**config.mk**
```make
export PLATFORM = sky130hd
export DESIGN_NAME = dual_stage_wdt
export DESIGN_NICKNAME = d
export VERILOG_FILES = /design/src/rtl/dual_stage_wdt.sv
export SDC_FILE = /design/constraint.sdc
export NUM_CORES = 1
export LEC_CHECK = 0
export ABC_AREA = 1
export BUFFER_PORTS_ARGS = -buffer_cell sky130_fd_sc_hd__buf_2
export CAP_MARGIN = 20
export CORE_MARGIN = 3
export CORE_UTILIZATION = 30
export DETAILED_ROUTE_END_ITERATION = 8
export SLEW_MARGIN = 20
export SYNTH_ARGS = -nofsm -noshare
export SYNTH_HDL_FRONTEND = slang
export SYNTH_SLANG_ARGS = --single-unit
```
**constraint.sdc**
```tcl
create_clock -name clk -period 3.9 [get_ports clk]
set_input_delay 0.39 -clock clk [delete_from_list [all_inputs] [get_ports clk]]
set_output_delay 0.39 -clock clk [all_outputs]
set_load 0.02 [all_outputs]
```
**src/rtl/dual_stage_wdt.sv**
```systemverilog
module dual_stage_wdt #(
  parameter int PRE_W    = 20,
  parameter int DIV_SLOW = 15,
  parameter int DIV_FAST = 5,
  parameter int PRE_RST  = 15360
) (
  input  logic        clk,
  input  logic        rst_n,
  input  logic [3:0]  bus_addr,
  input  logic [31:0] bus_wdata,
  input  logic        bus_we,
  input  logic [3:0]  bus_be,
  output logic [31:0] bus_rdata,
  input  logic        cfg_we,
  input  logic [7:0]  cfg_wdata,
  input  logic        ctl_we,
  input  logic [2:0]  ctl_wdata,
  output logic [2:0]  ctl_state,
  output logic        irq,
  output logic        rst_out
);

  localparam logic [1:0] A_PRE1 = 2'd0, A_PRE2 = 2'd1, A_STAT = 2'd2, A_RLD = 2'd3;
  localparam logic [7:0] KEY_A = 8'h80, KEY_B = 8'h86;
  localparam logic [PRE_W-1:0] PRE_INIT = PRE_W'(PRE_RST);

  typedef enum logic [1:0] {U_IDLE, U_HALF, U_OPEN} ustate_t;

  ustate_t ust;
  logic [PRE_W-1:0] pre1, pre2, cnt;
  logic [DIV_SLOW-1:0] presc;
  logic stage, flag, irq_st, rst_q;
  logic lock_q, en_q, func_q;
  logic cfg_nrst, cfg_fast;
  logic [1:0] cfg_type;
  logic [31:0] wmerge;

  wire [1:0] sel     = bus_addr[3:2];
  wire rld_wr        = bus_we && sel == A_RLD;
  wire prot_wr       = bus_we && sel != A_STAT;
  wire open_wr       = prot_wr && ust == U_OPEN;
  wire key_a         = rld_wr && bus_be[0] && bus_wdata[7:0] == KEY_A;
  wire key_b         = rld_wr && bus_be[0] && bus_wdata[7:0] == KEY_B;
  wire reload        = open_wr && sel == A_RLD && bus_be[1] && bus_wdata[8];
  wire flag_clr      = open_wr && sel == A_RLD && bus_be[1] && bus_wdata[9];
  wire irq_clr       = bus_we && sel == A_STAT && bus_be[0] && bus_wdata[0];
  wire tick          = en_q && (cfg_fast ? &presc[DIV_FAST-1:0] : &presc);
  wire expire        = tick && cnt == '0 && !reload;
  wire [PRE_W-1:0] cur = sel[0] ? pre2 : pre1;
  wire [31:0] old32  = 32'(cur);
  wire unused_ok     = ^{bus_addr[1:0], cfg_wdata[7:6], cfg_wdata[4:3], wmerge};

  always_comb
    for (int b = 0; b < 4; b++)
      wmerge[8*b +: 8] = bus_be[b] ? bus_wdata[8*b +: 8] : old32[8*b +: 8];

  always_ff @(posedge clk or negedge rst_n)
    if (!rst_n) ust <= U_IDLE;
    else if (bus_we)
      case (ust)
        U_IDLE:  if (key_a) ust <= U_HALF;
        U_HALF:  ust <= key_b ? U_OPEN : (key_a ? U_HALF : U_IDLE);
        U_OPEN:  if (prot_wr) ust <= U_IDLE;
        default: ust <= U_IDLE;
      endcase

  always_ff @(posedge clk or negedge rst_n)
    if (!rst_n) begin
      pre1 <= PRE_INIT;
      pre2 <= PRE_INIT;
    end else if (open_wr) begin
      if (sel == A_PRE1) pre1 <= wmerge[PRE_W-1:0];
      if (sel == A_PRE2) pre2 <= wmerge[PRE_W-1:0];
    end

  always_ff @(posedge clk or negedge rst_n)
    if (!rst_n) begin
      cnt   <= PRE_INIT;
      stage <= 1'b0;
      presc <= '0;
    end else if (reload) begin
      cnt   <= pre1;
      stage <= 1'b0;
      presc <= '0;
    end else if (en_q) begin
      presc <= presc + 1'b1;
      if (tick) begin
        if (cnt != '0) cnt <= cnt - 1'b1;
        else if (!stage) begin
          stage <= 1'b1;
          cnt   <= pre2;
        end else begin
          stage <= 1'b0;
          cnt   <= pre1;
        end
      end
    end

  always_ff @(posedge clk or negedge rst_n)
    if (!rst_n) begin
      flag   <= 1'b0;
      irq_st <= 1'b0;
      rst_q  <= 1'b0;
    end else begin
      if (expire && stage && !func_q) flag <= 1'b1;
      else if (flag_clr) flag <= 1'b0;
      if (expire && !stage && cfg_type != 2'b11) irq_st <= 1'b1;
      else if (irq_clr) irq_st <= 1'b0;
      rst_q <= expire && stage && !func_q && !cfg_nrst;
    end

  always_ff @(posedge clk or negedge rst_n)
    if (!rst_n) {func_q, en_q, lock_q} <= 3'b000;
    else if (ctl_we && !lock_q) {func_q, en_q, lock_q} <= ctl_wdata;

  always_ff @(posedge clk or negedge rst_n)
    if (!rst_n) begin
      cfg_nrst <= 1'b0;
      cfg_fast <= 1'b0;
      cfg_type <= 2'b11;
    end else if (cfg_we) begin
      cfg_nrst <= cfg_wdata[5];
      cfg_fast <= cfg_wdata[2];
      cfg_type <= cfg_wdata[1:0];
    end

  always_comb
    case (sel)
      A_PRE1:  bus_rdata = 32'(pre1);
      A_PRE2:  bus_rdata = 32'(pre2);
      A_STAT:  bus_rdata = {31'b0, irq_st};
      default: bus_rdata = {22'b0, flag, 9'b0};
    endcase

  assign ctl_state = {func_q, en_q, lock_q};
  assign irq       = irq_st;
  assign rst_out   = rst_q;

  p_locked_pre1_r1: assert property (@(posedge clk) disable iff (!rst_n)
    (bus_we && sel == A_PRE1 && ust != U_OPEN) |=> $stable(pre1));
  p_abandon_r2: assert property (@(posedge clk) disable iff (!rst_n)
    (ust == U_HALF && bus_we && sel != A_RLD) |=> ust == U_IDLE);
  p_irq_type_r4: assert property (@(posedge clk) disable iff (!rst_n)
    $rose(irq) |-> $past(cfg_type) != 2'b11);
  p_rst_flag_r5: assert property (@(posedge clk) disable iff (!rst_n)
    rst_out |-> flag);
  p_flag_sticky_r6: assert property (@(posedge clk) disable iff (!rst_n)
    (flag && !flag_clr) |=> flag);
  p_frozen_r8: assert property (@(posedge clk) disable iff (!rst_n)
    (!en_q && !reload) |=> ($stable(cnt) && $stable(stage)));
  p_lock_hold_r9: assert property (@(posedge clk) disable iff (!rst_n)
    lock_q |=> (lock_q && $stable(en_q)));
  p_timer_mode_r10: assert property (@(posedge clk) disable iff (!rst_n)
    $rose(flag) |-> !$past(func_q));
  p_read_keeps_r11: assert property (@(posedge clk) disable iff (!rst_n)
    !bus_we |=> $stable(ust));

endmodule

```
==> Word level (Yosys, flattened, before mapping) <==
Cells that the tools add are included.
{ "op_classes": {"n_mux": 27, "eq_ne": 12, "reduce_logical": 42, "addsub": 2} }
{ "ops": {"columns": ["cell", "n"], "rows": [
  ["20-bit 2-to-1 mux", 6],
  ["20-bit one-hot mux with 3 select lines", 1],
  ["15-bit 2-to-1 mux", 2],
  ["1-bit logical AND", 22],
  ["20-bit zero test", 1],
  ["20-bit nonzero test", 1],
  ["20-bit by 1-bit subtractor with 20-bit output, second input constant", 1],
  ["8-bit == test, second input constant", 2],
  ["8-bit 2-to-1 mux", 2],
  ["15-bit by 1-bit adder with 15-bit output, second input constant", 1],
  ["15-bit AND reduction", 1],
  ["1-bit 2-to-1 mux", 11],
  ["2-bit inequality test, second input constant", 5],
  ["2-bit nonzero test", 4],
  ["2-bit == test, second input constant", 3],
  ["2-bit 2-to-1 mux", 3],
  ["2-bit one-hot mux with 3 select lines", 1],
  ["2-bit AND reduction", 3],
  ["3-bit AND reduction", 2],
  ["1-bit zero test", 5],
  ["5-bit AND reduction", 1],
  ["2-bit by 1-bit == test with 1-bit output, second input constant", 2],
  ["2-bit zero test", 2],
  ["4-bit 2-to-1 mux", 1]
]} }
{ "totals": {"output_inout_bits": 37, "input_bits": 56, "elab_cells": 98, "regBits": 88} }

==> Logic depth before layout (Yosys ltp) <==
{ "logic_depth": {"depth_word": 11, "mapped_depth": 12, "mapped_depth_nobuf": 12} }

==> Worst setup path after synthesis <==
Ideal clock, no wire load.
{ "synth_path": {"path_type": "register to register", "start": "register cnt[0]", "end": "register cnt[0]", "setup_ns": 0.132, "path_stages_with_launch": 11, "slack_ns": 2.174, "n_path_buf": 1, "synth_period_minus_slack_ns": 1.726, "required_time_ns": 3.768, "t_arrival_ns": 1.594, "cell_sequence": "dfrtp_1 > inv_1 > ha_1 > inv_1 > nor3_1 > nand3_4 > buf_6 > nand2_1 > o21ai_1 > nand2_1 > o211ai_1"} }
{ "synth_between": {"elab_chain_len": 5, "elab_cells_between_ends": 6, "classes_between": "add/sub: 1; mux: 4; reduce/logical: 1"} }
{ "synth_lines": {"columns": ["element", "line_no", "source"], "rows": [
  ["start: declaration", "30", "logic [PRE_W-1:0] pre1, pre2, cnt;"],
  ["start signal: assignment", "82", "cnt <= pre1;"],
  ["start signal: assignment", "88", "if (cnt != '0) cnt <= cnt - 1'b1;"],
  ["start signal: assignment", "91", "cnt <= pre2;"],
  ["20-bit by 1-bit subtractor with 20-bit output or 20-bit nonzero test (tied branches)", "88", null],
  ["20-bit 2-to-1 mux (*)", "88", null],
  ["20-bit 2-to-1 mux (*)", "87", "if (tick) begin"],
  ["20-bit 2-to-1 mux (*)", "85", "end else if (en_q) begin"],
  ["20-bit 2-to-1 mux (*)", "81", "end else if (reload) begin"]
]} }
Every way passes the cells marked *; elsewhere a longest branch is shown, timed or not. The select of a mux whose other input is x is not followed.
A chain may end at the register's enable or synchronous reset.

==> Final worst setup path <==
{ "layout_path": {"start": "register cnt[0]", "end": "register rst_q (netlist: rst_out)"} }
{ "layout_between": {"elab_chain_len": 6} }
{ "layout_lines": {"columns": ["element", "line_no", "source"], "rows": [
  ["20-bit zero test", "48", "wire expire = tick && cnt == '0 && !reload;"],
  ["1-bit logical AND (2 in a row)", "48", null],
  ["1-bit logical AND (3 in a row)", "109", "rst_q <= expire && stage && !func_q && !cfg_nrst;"],
  ["end signal: assignment", "109", null],
  ["end: declaration", "32", "logic stage, flag, irq_st, rst_q;"]
]} }
Every way passes these cells.

==> impl_metrics.ini <==
[setup_path]
crit_family = simple AND/OR/NAND/NOR gates
critPathBufInv = 2
critPathSlowestCell = nor3_1
setup.worst_path.end = rst_out$_DFF_PN0_
cpMostUsedCell = inv_1
path_max_fanout = 17
r2r.worst_path.cells = 8
crit_start = cnt[0]$_DFFE_PN0P_
crit_path_end_kind = register
cp_data_arrival_time_ns = 2.49
cp-start-kind = register
crit_type = reg -> reg
critPathMaxStageDelay_ns = 0.42
crit_required_ns = 4.18
cp.depth = 8
r2r_slack_ns = 1.69
reg2reg_to = rst_out$_DFF_PN0_
worstReg2RegStart = cnt[0]$_DFFE_PN0P_
path_cells = inv_1, ha_1, inv_1, nor3_1, nand3_4, nor2_2, nand2_1, nor2_1

[final_layout]
fillers = 1917
insertedDiodeCount = 0
layout_commonest_cell = nand2_1
syn_to_final_growth_pct = 12.61
drive_above_1_share_pct = 16.89
mostFrequentLayoutCells = 233 x nand2_1, 116 x o21ai_0, 89 x nor2_1
utilization_pct = 34.59
fin_cells = 1058
ff_latch_area_um2 = 2221
nets = 884
multiInputGateArea_um2 = 2828

[timing]
report.final.slew_viol_count = 0
setup_viol = 0
timing.final.ws_setup_ns = 1.689
tightest_slew_ns = 0.8864
finalHoldViolations = 0
fmaxAchievable_ghz = 0.4522
maxSlewHeadroom_pct = 40.91
period_needed_ns = 2.211
rsz0062_at_grt = false
clock_skew_ns = 0.006780
finalCritPeriodShare_pct = 56.70
tns_ns = 0

[floorplan]
die_w_um = 142.1
dieHeight_um = 142.1
rows = 49
start_util_pct = 30.72
ioPinCount = 93
die-area_um2 = 20190
coreArea_um2 = 18090

[synthesis]
synth-seq-area-share_pct = 39.95
synth_compound_area_share_pct = 13.83
synth_top_cell_by_area = dfrtp_1
synth_xor_area_share_pct = 1.104
synth-simple-area-share_pct = 32.03
synthAdderAreaFrac_pct = 0.9009
synth_area_per_cell_um2 = 7.122
synth_top_family_by_area = simple AND/OR/NAND/NOR gates
ys_seq_elements = 88
synth_area_leaders = dfrtp_1 33%, nand2_1 16%, o21ai_0 10%
yosysWarnings = 0
syn_area_um2 = 5555
syn_inst = 780
synth.top_cell.area_share_pct = 33.33
synth_mux_area_share_pct = 2.230
synth_flop_cell = dfrtp_1
synth-edff-count = 0
synth_cell_types = 47
synth_async_sr_flop_share_pct = 100.0

[status]
status = completed

[cts]
cts-buffers-inserted = 9
cts_resized = 0
cts_sinks = 88
path_clk_slew_ns = 0.06
insertion_delay_ns = 0.35
post-cts-setup-buffers = 0
cts_tree = yes
htree_levels = 3
cts_buffer_depth = 2
holdBufCountCts = 0
cts_root_buf = clkbuf_16

[power_and_ir_drop]
power_density_nw_per_um2 = 502.3
clockPowerShare_pct = 28.7
ir_worst_vdd_mv = 0.2186
p_comb_share_pct = 30.9
p_seq_share_pct = 40.4
p_leak_uw = 0.002952
switching_share_pct = 37.04
finalPower_uw = 3142
p_switching_uw = 1164
p_int_uw = 1978

[grt]
track_usage_pct = 14.54
grt_pass1_wl_um = 23760
grt_antenna_before_repair = 0
grt_max_degree = 69
grt_pass1_vias = 4710
grt_overflow_total = 0

[placed_design]
hpwl_um = 10260
place_ws_ns = 1.412
placed_cells = 1042
io_buffers = 61
finalWeightedCongestion = 0.9001

[route]
drtIter0Drc = 301
postRouteAntennaNets = 0
post_drt_via_cell_ratio = 4.678
drc = 0
firstDrtPassIters = 5
drt-total-wl_um = 13910
drt-wirelength-per-cell_um = 13.15
num_vias = 4949

[worst_hold_path]
worst_hold_path_type = in -> async

[job]
drv_cap = 0
## metal layers
layer | share of wire (%) | vias to the layer above | routed length (µm) | track usage (%)
met5 | 0 | - | 0 | 0
met2 | 45 | 103 | 6275 | 23.16
met4 | 2.1 | 0 | 286 | 5.556
li1 | - | 2565 | - | -
met3 | 3.9 | 16 | 536 | 1.915
met1 | 49 | 2265 | 6808 | 20.15
## cells by family after synthesis
| kind of cell | Yosys count |
|---|---|
| xor gates and xnor gates | 7 |
| muxes | 11 |
| DFF | 88 |
| buffers and inverters | 116 |
| AOI/OAI and AO/OA | 147 |
| and+or+nand+nor | 406 |
| other | 1 |
| adders and majority gates | 4 |
## registers in the layout, indices dropped and copies added, names as in the netlist
register  count
cnt          20
pre1         20
pre2         20
presc        15
cfg_type      2
ust           2
cfg_fast      1
cfg_nrst      1
en_q          1
flag          1
func_q        1
irq           1
lock_q        1
rst_out       1
stage         1
## per-stage QoR
step | instance area [µm²] | hold slack [ns]
2_1_floorplan | 5597 | 0.09441
6_report | 6256 | 0.1672
3_3_place_gp | 5947 | 0.4024
3_5_place_dp | 5947 | 0.4117
5_1_grt | 6256 | 0.2390
4_1_cts | 6255 | 0.2006
## worst register-to-register path, stage by stage (launching register included)
cell and delay (ns):
dfrtp_1 0.39, inv_1 0.18, ha_1 0.21, inv_1 0.06, nor3_1 0.42, nand3_4 0.32, nor2_2 0.28, nand2_1 0.18
nor2_1 0.11
## power groups by stage
stage / clock network, µW / logic (µW) / registers (µW)
after global routing: 977 / 1120 / 1290
after detailed placement: 0 / 970 / 1280
final: 901 / 970 / 1270
after global placement: 0 / 960 / 1270
after floorplan: 0 / 769 / 1230
after CTS: 930 / 974 / 1270
## worst min path at each step
| stage | depth (start not counted) | endpoint |
|---|---|---|
| finish | 1 | presc[13]$_DFFE_PN0P_ |
| global route | 1 | rst_out$_DFF_PN0_ |
| CTS | 1 | rst_out$_DFF_PN0_ |
| detailed placement | 1 | rst_out$_DFF_PN0_ |
| global placement | 1 | rst_out$_DFF_PN0_ |
| floorplan | 0 | cfg_fast$_DFFE_PN0P_ |
## cells in the mapped netlist, types with 7 or more instances
cell type	instances
nand4_1	9
clkbuf_1	10
nor2_2	11
buf_4	18
nand2_1	233
dfrtp_1	74
inv_1	67
buf_2	9
nand3_1	34
o21ai_0	116
a21oi_1	17
nor2_1	89
mux2_2	7
dfstp_2	14
## area by class of cell
cell class / instances / share of cell area, %
well taps: 229 / 4.580
inverters: 74 / 4.520
clock inverters: 4 / 0.8200
clock buffers: 12 / 4.100
multi-input cells: 587 / 45.20
flip-flops and latches: 88 / 35.50
repair buffers: 64 / 5.280
Note: power is estimated with default switching activity, not from simulation.
